==> src/rtl/divcfg_pkg.sv <==
package divcfg_pkg;
  localparam int FB_W   = 7;
  localparam int POST_W = 2;
  localparam int TEST_W = 3;
  localparam int WORD_W = TEST_W + POST_W + FB_W;

  // test field is shifted first, so it ends in the top bits
  typedef struct packed {
    logic [TEST_W-1:0] test;
    logic [POST_W-1:0] post;
    logic [FB_W-1:0]   fb;
  } cfg_word_t;
endpackage

==> src/rtl/divcfg_prev.sv <==
module divcfg_prev #(
  parameter int          W       = 3,
  parameter logic [W-1:0] RST_VAL = '0
) (
  input  logic         clk,
  input  logic         rst_n,
  input  logic [W-1:0] cur,
  output logic [W-1:0] prev
);
  for (genvar i = 0; i < W; i++) begin : g_bit
    always_ff @(posedge clk or negedge rst_n) begin
      if (!rst_n) prev[i] <= RST_VAL[i];
      else        prev[i] <= cur[i];
    end
  end
endmodule

==> src/rtl/divcfg_shift.sv <==
module divcfg_shift
  import divcfg_pkg::*;
(
  input  logic      clk,
  input  logic      rst_n,
  input  logic      enable,
  input  logic      sclk,
  input  logic      sclk_prev,
  input  logic      sdat,
  output cfg_word_t word
);
  logic step;
  assign step = enable && sclk && !sclk_prev;

  always_ff @(posedge clk or negedge rst_n) begin
    if (!rst_n)    word <= '0;
    else if (step) word <= {word[WORD_W-2:0], sdat};
  end


  shift_step_chk: assert property (@(posedge clk) disable iff (!rst_n)
    (enable && sclk && !sclk_prev) |=> (word == {$past(word[WORD_W-2:0]), $past(sdat)}));

  shift_idle_chk: assert property (@(posedge clk) disable iff (!rst_n)
    !enable |=> $stable(word));
endmodule

==> src/rtl/divcfg_active.sv <==
module divcfg_active
  import divcfg_pkg::*;
(
  input  logic              clk,
  input  logic              rst_n,
  input  logic              hold,
  input  logic              hold_prev,
  input  logic              xfer,
  input  logic              xfer_prev,
  input  logic [FB_W-1:0]   fb_in,
  input  logic [POST_W-1:0] post_in,
  input  cfg_word_t         shifted,
  output cfg_word_t         active
);
  logic take_pins, take_serial;
  assign take_pins   = !hold || (hold && !hold_prev);
  assign take_serial = hold && xfer_prev && !xfer;

  always_ff @(posedge clk or negedge rst_n) begin
    if (!rst_n) begin
      active <= '0;
    end else begin
      if (take_pins) begin
        active.fb   <= fb_in;
        active.post <= post_in;
      end
      if (!hold) active.test <= '0;
      if (take_serial) active <= shifted;   // serial has priority
    end
  end


  test_clear_chk: assert property (@(posedge clk) disable iff (!rst_n)
    !hold |=> (active.test == '0));

  pass_through_chk: assert property (@(posedge clk) disable iff (!rst_n)
    !hold |=> (active.fb == $past(fb_in) && active.post == $past(post_in)));

  hold_stable_chk: assert property (@(posedge clk) disable iff (!rst_n)
    (hold && hold_prev && !(xfer_prev && !xfer)) |=> $stable(active));

  xfer_apply_chk: assert property (@(posedge clk) disable iff (!rst_n)
    (hold && xfer_prev && !xfer) |=> (active == $past(shifted)));
endmodule

==> src/rtl/divcfg_loader.sv <==
module divcfg_loader
  import divcfg_pkg::*;
(
  input  logic              clk,
  input  logic              rst_n,
  input  logic [FB_W-1:0]   fb_pin,
  input  logic [POST_W-1:0] post_pin,
  input  logic              par_hold,
  input  logic              ser_clk,
  input  logic              ser_dat,
  input  logic              ser_xfer,
  output logic [FB_W-1:0]   fb_div,
  output logic [POST_W-1:0] post_div,
  output logic [TEST_W-1:0] test_sel
);
  // bit 2: par_hold, bit 1: ser_clk, bit 0: ser_xfer
  // reset values chosen so no edge is seen on the first cycle
  localparam logic [2:0] PREV_RST = 3'b110;

  logic [2:0] lvl_now, lvl_prev;
  cfg_word_t  shifted, active;

  assign lvl_now = {par_hold, ser_clk, ser_xfer};

  divcfg_prev #(.W(3), .RST_VAL(PREV_RST)) u_prev (
    .clk(clk), .rst_n(rst_n), .cur(lvl_now), .prev(lvl_prev)
  );

  divcfg_shift u_shift (
    .clk(clk), .rst_n(rst_n), .enable(par_hold),
    .sclk(ser_clk), .sclk_prev(lvl_prev[1]), .sdat(ser_dat), .word(shifted)
  );

  divcfg_active u_active (
    .clk(clk), .rst_n(rst_n), .hold(par_hold), .hold_prev(lvl_prev[2]),
    .xfer(ser_xfer), .xfer_prev(lvl_prev[0]),
    .fb_in(fb_pin), .post_in(post_pin), .shifted(shifted), .active(active)
  );

  assign fb_div   = active.fb;
  assign post_div = active.post;
  assign test_sel = active.test;


  reset_zero_chk: assert property (@(posedge clk)
    !rst_n |-> (fb_div == '0 && post_div == '0 && test_sel == '0));
endmodule

==> config.mk <==
export PLATFORM = sky130hd
export DESIGN_NAME = divcfg_loader
export DESIGN_NICKNAME = d
export VERILOG_FILES = /design/src/rtl/divcfg_pkg.sv /design/src/rtl/divcfg_prev.sv /design/src/rtl/divcfg_shift.sv /design/src/rtl/divcfg_active.sv /design/src/rtl/divcfg_loader.sv
export SDC_FILE = /design/constraint.sdc
export NUM_CORES = 1
export LEC_CHECK = 0
export ABC_CLOCK_PERIOD_IN_PS = 2900
export BUFFER_PORTS_ARGS = -buffer_cell sky130_fd_sc_hd__buf_2
export CAP_MARGIN = 20
export CORE_MARGIN = 1.5
export CORE_UTILIZATION = 40
export CTS_CLUSTER_DIAMETER = 150
export DETAILED_ROUTE_END_ITERATION = 8
export PLACE_DENSITY = 0.67
export SLEW_MARGIN = 20
export SYNTH_ARGS = -nofsm -noshare
export SYNTH_HDL_FRONTEND = slang
export SYNTH_SLANG_ARGS = --single-unit
==> constraint.sdc <==
create_clock -name clk -period 2.9 [get_ports clk]
set_input_delay 0 -clock clk [delete_from_list [all_inputs] [get_ports clk]]
set_output_delay 0 -clock clk [all_outputs]
set_load 0.05 [all_outputs]
# == Yosys cells after proc, flatten, opt, wreduce, memory -nomap -nowiden ==
# Index checks and enable logic that the tools add are counted.
# classes
n_eq_ne,1
n_reduce_logical,11
n_mux,3
# ops
cell,count
12-bit 2-to-1 mux,1
9-bit 2-to-1 mux,1
1-bit logical AND,5
1-bit zero test,4
3-bit 2-to-1 mux,1
"2-bit by 1-bit inequality test with 1-bit output, second input constant",1
2-bit nonzero test,1
1-bit logical OR,1
# totals
word_cells,24
reg_bits,27
out_inout_bits,12

# == Longest topological paths before layout ==
# Gate-level depths: netlist of the first run.
# depth
ltp_word,5
ltp_mapped,5
depth_no_buf,3

# == Modules after synthesis ==
# From an unflattened synthesis of the first run, not the netlist that was laid out.
# unflattened
cells_unflattened,69
hier_area_um2,1164.9
# modules_own_cells
mod,cells_per_inst,instances,area_per_inst_um2,seq_area_each_um2
divcfg_active,40,1,583.1,300.3
divcfg_shift,26,1,504.2,300.3
divcfg_prev,3,1,77.6,77.6

# == Least setup slack after synthesis of the first run ==
# Ideal clock, no wire load.
# synth_timing
path_type,register to register
start,reg u_prev.prev[1]
end,reg u_shift.word[3] in the netlist's numbering
setup_slack_ps,1552
n_path_buf,1
setup_time_ps,125
stages_incl_launch_ff,4
t_arrival_ps,1224
synth_period_minus_slack_ps,1348
path_cell_list,dfstp_2 > nand3b_1 > buf_2 > mux2_2
# synth_between
elab_chain_len,2
# synth_lines
element,line_no,text
"start, declared",divcfg_prev.sv:8,output logic [W-1:0] prev
"start signal, assigned by index",divcfg_prev.sv:12,if (!rst_n) prev[i] <= RST_VAL[i];
"start signal, assigned by index",divcfg_prev.sv:13,else prev[i] <= cur[i];
1-bit zero test,divcfg_shift.sv:13,assign step = enable && sclk && !sclk_prev;
1-bit logical AND,divcfg_shift.sv:13,
"end signal, assigned",divcfg_shift.sv:17,"else if (step) word <= {word[WORD_W-2:0], sdat};"
"end, declared",divcfg_shift.sv:10,output cfg_word_t word
# Every way passes these cells.
# A chain may end at the register's enable or synchronous reset.

# == Final worst setup path of the first run ==
# layout_timing
start,reg u_prev.prev[1]
end,reg u_shift.word[0] in the netlist's numbering
# The elaborated chain is that of the path after synthesis.

==> flow_summary_export.csv, run 1 <==
group,metric,value,unit
sta,tightest_slew,0.582,ns
clock_tree,clkLatencyLatePin,0.33,ns
grt,grt_remaining_overflow,0,
clock_tree,cts_buffers,3,
clock_tree,cts_resized,0,
synth,yosys.area_share.simple,0.0575,
critical_path,reg2reg_slack,1.42,ns
clock_tree,cts_sinks,27,
critical_path,cp_slowest_cell,"dfstp_2",
critical_path,cp-start-kind,"register",
synth,syn_area,1150,um^2
synth,ys.flop_type,"dfrtp_1",
floorplan,die_width,56.7,um
critical_path,crit_path_end_kind,"register",
floorplan,die_area,3220,um^2
drt,num_vias,672,
clock_tree,path_clk_slew,0.16,ns
synth,ys_types,14,
grt,grt_pass1_vias,708,
drt,drcViolationCount,0,
cells_and_area,diodes,0,
synth,synth.most_common_cell,"dfrtp_1",
sta,hold_ws,0.00875,ns
critical_path,reg2reg_from,"u_prev.prev[1]",
grt,grt_usage,0.127,
cells_and_area,layout-drive-gt1-share,0.579,
synth,syn_inst,75,
critical_path,cp.required,3.11,ns
clock_tree,cts_setup_buffers,0,
grt,grt_max_degree,28,
synth,synth.avg_cell_area,15.4,um^2
synth,synthMuxAreaShare,0.299,
placement,gp_congestion,0.686,
critical_path,path_class,"register to register",
floorplan,die_h,56.7,um
drt,drtIter0Drc,13,
clock_tree,clock-root-buffer,"clkbuf_4",
clock_tree,cts_tree,"built",
synth,synth_top_area_share,0.542,
sta,fin_tns_setup,0,ns
grt,antenna_found_initial,0,
sta,slew_headroom,0.611,
power,vdd_drop_max,0.000538,V
worst_hold_path,min_delay_path_depth,3,
clock_tree,cts_max_level,1,
synth,ys_warn_count,0,
critical_path,worstPathArrival,1.69,ns
outcome,outcome,"completed",
drt,vias_per_cell,4.87,
sta,fmax,678,MHz
power,clock_power_share,0.185,
sta,finClkSkew,0.0177,ns
drt,totalWireLength,1770,um
sta,final_max_slew_viol_count,0,
synth,synth_common_cells,"dfrtp_1 (25), mux2_2 (20), mux2_4 (8)",
power,p_int,612,uW
drt,drt_first_pass_iters,4,
power,leakage,0.678,nW
sta,rsz0062_at_grt,"no",
floorplan,rows,19,
clock_tree,clockBufferDepth,2,
sta,hold_viol,0,
synth,synthAdderAreaFrac,0,
cells_and_area,area_delta_synth_final,19.2,%
power,combPwrFrac,0.250,
critical_path,crit_fanout,14,
critical_path,r2r_end,"u_shift.word[0]",
run,drv_cap,0,
power,pwr_density_cell,648,nW/um^2
critical_path,crit_chain,"nand3b_1 -> mux2_2",
floorplan,core_area,2760,um^2
power,switching_power,279,uW
floorplan,pin_count,27,
sta,finalCritPeriodShare,0.509,
sta,setup_viol,0,
placement,dp_hpwl,1250,um
drt,wl_per_cell,12.8,um
worst_hold_path,hold_end,"u_active.active[5]",
sta,fin_crit,1.48,ns
power,pwr-share-seq,0.565,
synth,synthArstFlopShare,1.00,
worst_hold_path,hold_class,"input pin to register",
synth,ys_top_cells_by_area,"dfrtp_1 (54%), mux2_2 (20%), mux2_4 (10%)",
floorplan,start_util,0.418,
cells_and_area,final_nets,123,
placement,io_buffers,26,
synth,syn_nets,90,
synth,synth_compound_area_frac,0.0217,
synth,synth_top_family_by_area,"multiplexers",
drt,ant_nets,0,
synth,yosysTopAreaCell,"dfrtp_1",
synth,ys_ff_latch,27,
critical_path,r2r_cells,2,
synth,seq_area_frac_synth,0.588,
synth,synth_edf_count,0,
grt,grt_first_pass_wirelength,3140,um
power,total_power,892,uW
critical_path,critPathMaxStageDelay,0.53,ns
worst_hold_path,hold_start,"fb_pin[5]",
cells_and_area,fin_util,0.499,
synth,synth-xor-area-share,0,
power,switching_share,0.313,
-- logic make-up (layout without fill, tap and decap cells) --
family	Yosys count	in the layout
compound gates	5	5
simple gates	9	9
buf+inv	6	38
mux	28	28
flops	27	27
-- metrics by stage --
step	instance area (um^2)	setup WS [ns]	std cells
floorplan	1150	1.55	75
global placement	1290	1.47	129
detailed placement	1290	1.42	129
CTS	1380	1.40	138
global route	1380	1.35	138
finish	1380	1.42	138
-- routing by layer --
metal	part of all wire	track usage	wire length [um]	up-vias
li1	-	-	-	326
met4	0.0045	0.0204	8	0
met2	0.47	0.211	829	22
met5	0	0	0	-
met3	0.061	0.0484	108	2
met1	0.47	0.159	827	322
-- flip-flops by register name, indices dropped and copies added, names as in the netlist --
name             cells
u_active.active     12
u_prev.prev          3
u_shift.word        12
-- worst max-delay path, delay by kind of cell (launching register included) --
kind,cells,cell delay (ns)
flip-flops,1,0.53
multiplexers,1,0.40
AND/OR/NAND/NOR,1,0.44
-- how the worst max path moves through the flow --
stage                       to      startpoint  slack, ns  cells past startpoint
5_1_grt        u_shift.word[0]  u_prev.prev[1]       1.35                      2
4_1_cts        u_shift.word[0]  u_prev.prev[1]       1.40                      2
3_5_place_dp   u_shift.word[0]  u_prev.prev[1]       1.42                      2
6_report       u_shift.word[0]  u_prev.prev[1]       1.42                      2
3_3_place_gp   u_shift.word[9]  u_prev.prev[1]       1.47                      2
2_1_floorplan  u_shift.word[3]  u_prev.prev[1]       1.55                      3
-- power by group through the flow --
stage	Combinational, mW	Clock [mW]	Sequential [mW]
floorplan	0.108	0	0.565
global placement	0.215	0	0.509
detailed placement	0.221	0	0.513
CTS	0.227	0.173	0.505
global route	0.239	0.190	0.516
finish	0.223	0.165	0.503
-- what timing repair did --
action / 4_1_cts / 5_1_grt
endpoints found under the hold margin: 32 / 0
setup endpoints to repair: 0 / 0
hold buffers: 5 / 0
-- area by class of cell --
cell class | count | area (um^2)
flip-flops and latches | 27 | 678
fillers | 261 | 1380
well taps | 31 | 38.8
clock buffers | 3 | 22.5
multi-input cells | 42 | 437
clock inverters | 1 | 7.51
inverters | 3 | 11.3
repair buffers | 31 | 180
-- cells in the final DEF (no fill, tap or decap), drive strengths merged --
cell type and count:
buf 26, clkbuf 3, clkinvlp 1, mux2 28, nand2b 1, dfstp 2
nand3b 2, o21ai 5, dfrtp 25, dlygate4sd3 5, inv 3, nand2 2
nand3 4
(Power assumes the default switching activity.)
==> run 2, diff against run 1 <==
- ABC_CLOCK_PERIOD_IN_PS: 2900 -> 1370
- clock period: 2.9 -> 1.37 ns (I/O delays scaled with it)
==> run 2 against run 1 <==
Core utilization increased by 0.91 points. Sequential share of layout area down 0.88 points. Count of clock-buffer cells in the layout unchanged. Non-clock buffer count increased by 2. Worst setup slack worse by 1.4 ns. Clock power up 100%. Global-route usage decreased by 0.25 points. Cell area up 1.8%. Critical path depth rose by 1. First-iteration DRC count down 54%. Total power rose by 110%. Register-to-register slack got worse by 1.4 ns. Critical path type unchanged. Largest power group unchanged.
==> flow_summary_export.csv, run 2 (synthesis results as in run 1) <==
group,metric,value,unit
outcome,outcome,"completed",
critical_path,crit_chain,"nand3b_4 -> mux2_2 -> mux2_2",
grt,grt_remaining_overflow,0,
placement,place_area,1320,um^2
sta,finClkSkew,0.00460,ns
power,leakage,0.696,nW
worst_hold_path,hold_class,"input pin to register",
critical_path,crit_fanout,10,
power,p_int,1.30,mW
power,pwr_density_cell,1340,nW/um^2
cells_and_area,largestRegisters,"u_active.active (12), u_shift.word (12), u_prev.prev (3)",
placement,gp_congestion,0.660,
cells_and_area,fin_util,0.508,
sta,hold_viol,0,
floorplan,die_width,56.7,um
sta,fin_tns_setup,0,ns
clock_tree,cts_buffers,3,
critical_path,cp-start-kind,"register",
critical_path,path_class,"register to register",
floorplan,die_h,56.7,um
cells_and_area,layout_common_cells,"buf_2 (26), dfrtp_1 (25), mux2_2 (20)",
grt,grt_usage,0.124,
sta,tightest_slew,0.578,ns
drt,totalWireLength,1800,um
critical_path,worstPathArrival,1.54,ns
critical_path,crit_path_end_kind,"register",
grt,antenna_found_initial,0,
sta,finalCritPeriodShare,0.965,
grt,grt_max_degree,28,
critical_path,critPathMaxStageDelay,0.43,ns
clock_tree,cts_setup_buffers,0,
clock_tree,clock-root-buffer,"clkbuf_4",
clock_tree,path_clk_slew,0.14,ns
critical_path,cp_num_buf_inv,0,
critical_path,cp_slowest_cell,"dfrtp_1",
power,clock_power_share,0.179,
cells_and_area,diodes,0,
critical_path,crit_family,"multiplexers",
grt,grt_pass1_vias,701,
run,drv_cap,0,
drt,drt_first_pass_iters,3,
critical_path,critPathMostFrequentCell,"mux2_2",
drt,num_vias,694,
power,vdd_drop_max,0.000781,V
sta,fin_crit,1.32,ns
power,pwr-share-seq,0.566,
critical_path,cp.required,1.59,ns
cells_and_area,final_area,1400,um^2
floorplan,rows,19,
power,switching_power,582,uW
floorplan,pin_count,27,
power,switching_share,0.309,
cells_and_area,final_common_cell,"buf_2",
clock_tree,cts_tree,"built",
floorplan,die_area,3220,um^2
sta,rsz0062_at_grt,"no",
drt,drcViolationCount,0,
placement,dp_hpwl,1320,um
sta,slew_headroom,0.615,
cells_and_area,area_delta_synth_final,21.4,%
sta,fmax,756,MHz
clock_tree,cts_sinks,27,
cells_and_area,layout-drive-gt1-share,0.587,
drt,drtIter0Drc,6,
sta,setup_viol,0,
drt,wl_per_cell,12.8,um
floorplan,start_util,0.418,
clock_tree,clockBufferDepth,2,
cells_and_area,final_nets,125,
drt,ant_nets,0,
grt,grt_first_pass_wirelength,3060,um
sta,final_max_slew_viol_count,0,
drt,vias_per_cell,4.96,
clock_tree,cts_max_level,1,
floorplan,core_area,2760,um^2
clock_tree,clkLatencyLatePin,0.32,ns
power,combPwrFrac,0.255,
placement,io_buffers,26,
==> run 2: changes by cell type in the layout (fill, tap and decap cells not counted) <==
cell,before,now
buf_12,0,1
clkinvlp_4,1,0
clkinv_2,0,1
buf_4,0,1
==> run 2: path summary, 6_finish.rpt <==
check | slack, ns | startpoint | cells past startpoint | endpoint
max | 0.05 | u_prev.prev[0] | 3 | u_active.active[0]
min | 0.02 | fb_pin[5] | 3 | u_active.active[5]
max reg2reg | 0.05 | u_prev.prev[0] | 3 | u_active.active[0]
min reg2reg | 0.50 | u_shift.word[11] | 2 | u_shift.word[11]
max in group asynchronous | 0.80 | rst_n | 2 | u_prev.prev[1]
min in group asynchronous | 0.19 | rst_n | 2 | u_active.active[6]
==> run 2: area by class of cell <==
type | count | area, um^2
Clock buffer | 3 | 22.5
Clock inverter | 1 | 5.00
Fill cell | 269 | 1360
Inverter | 3 | 11.3
Multi-Input combinational cell | 42 | 437
Sequential cell | 27 | 678
Tap cell | 31 | 38.8
Timing Repair Buffer | 33 | 208
==> run 2: what timing repair did <==
action | in CTS | in global routing
endpoints found under the hold margin | 29 | 0
gates resized for setup | 0 | 0
hold buffers | 5 | 0
==> run 2: tightest hold or removal path: stages <==
cell	delay, ns
buf_2	0.08
mux2_4	0.12
mux2_4	0.12
==> run 2: power by group through the flow <==
stage,Clock (mW),Sequential (mW),Combinational [mW]
2_1_floorplan,0,1.20,0.228
3_5_place_dp,0,1.09,0.476
4_1_cts,0.361,1.07,0.488
5_1_grt,0.385,1.09,0.514
6_report,0.337,1.06,0.480
3_3_place_gp,0,1.07,0.462
==> run 2: metal layers <==
| metal | part of all wire | wire, um | track usage | vias up |
|---|---|---|---|---|
| li1 | - | - | - | 328 |
| met1 | 0.45 | 809 | 0.153 | 345 |
| met2 | 0.50 | 906 | 0.209 | 19 |
| met3 | 0.040 | 72 | 0.0207 | 2 |
| met4 | 0.0045 | 8 | 0.0612 | 0 |
| met5 | 0 | 0 | 0 | - |
==> run 2: through the flow <==
stage                     total power, mW  worst slack [ns]  std cells  hold WS, ns
after floorplan                      1.42            0.0216         75       -0.296
after global placement               1.54            0.0736        131       0.0227
after detailed placement             1.57            0.0479        131       0.0371
after CTS                            1.92            0.0317        140      0.00789
after global routing                 1.99           0.00610        140      0.00914
final                                1.88            0.0474        140       0.0239
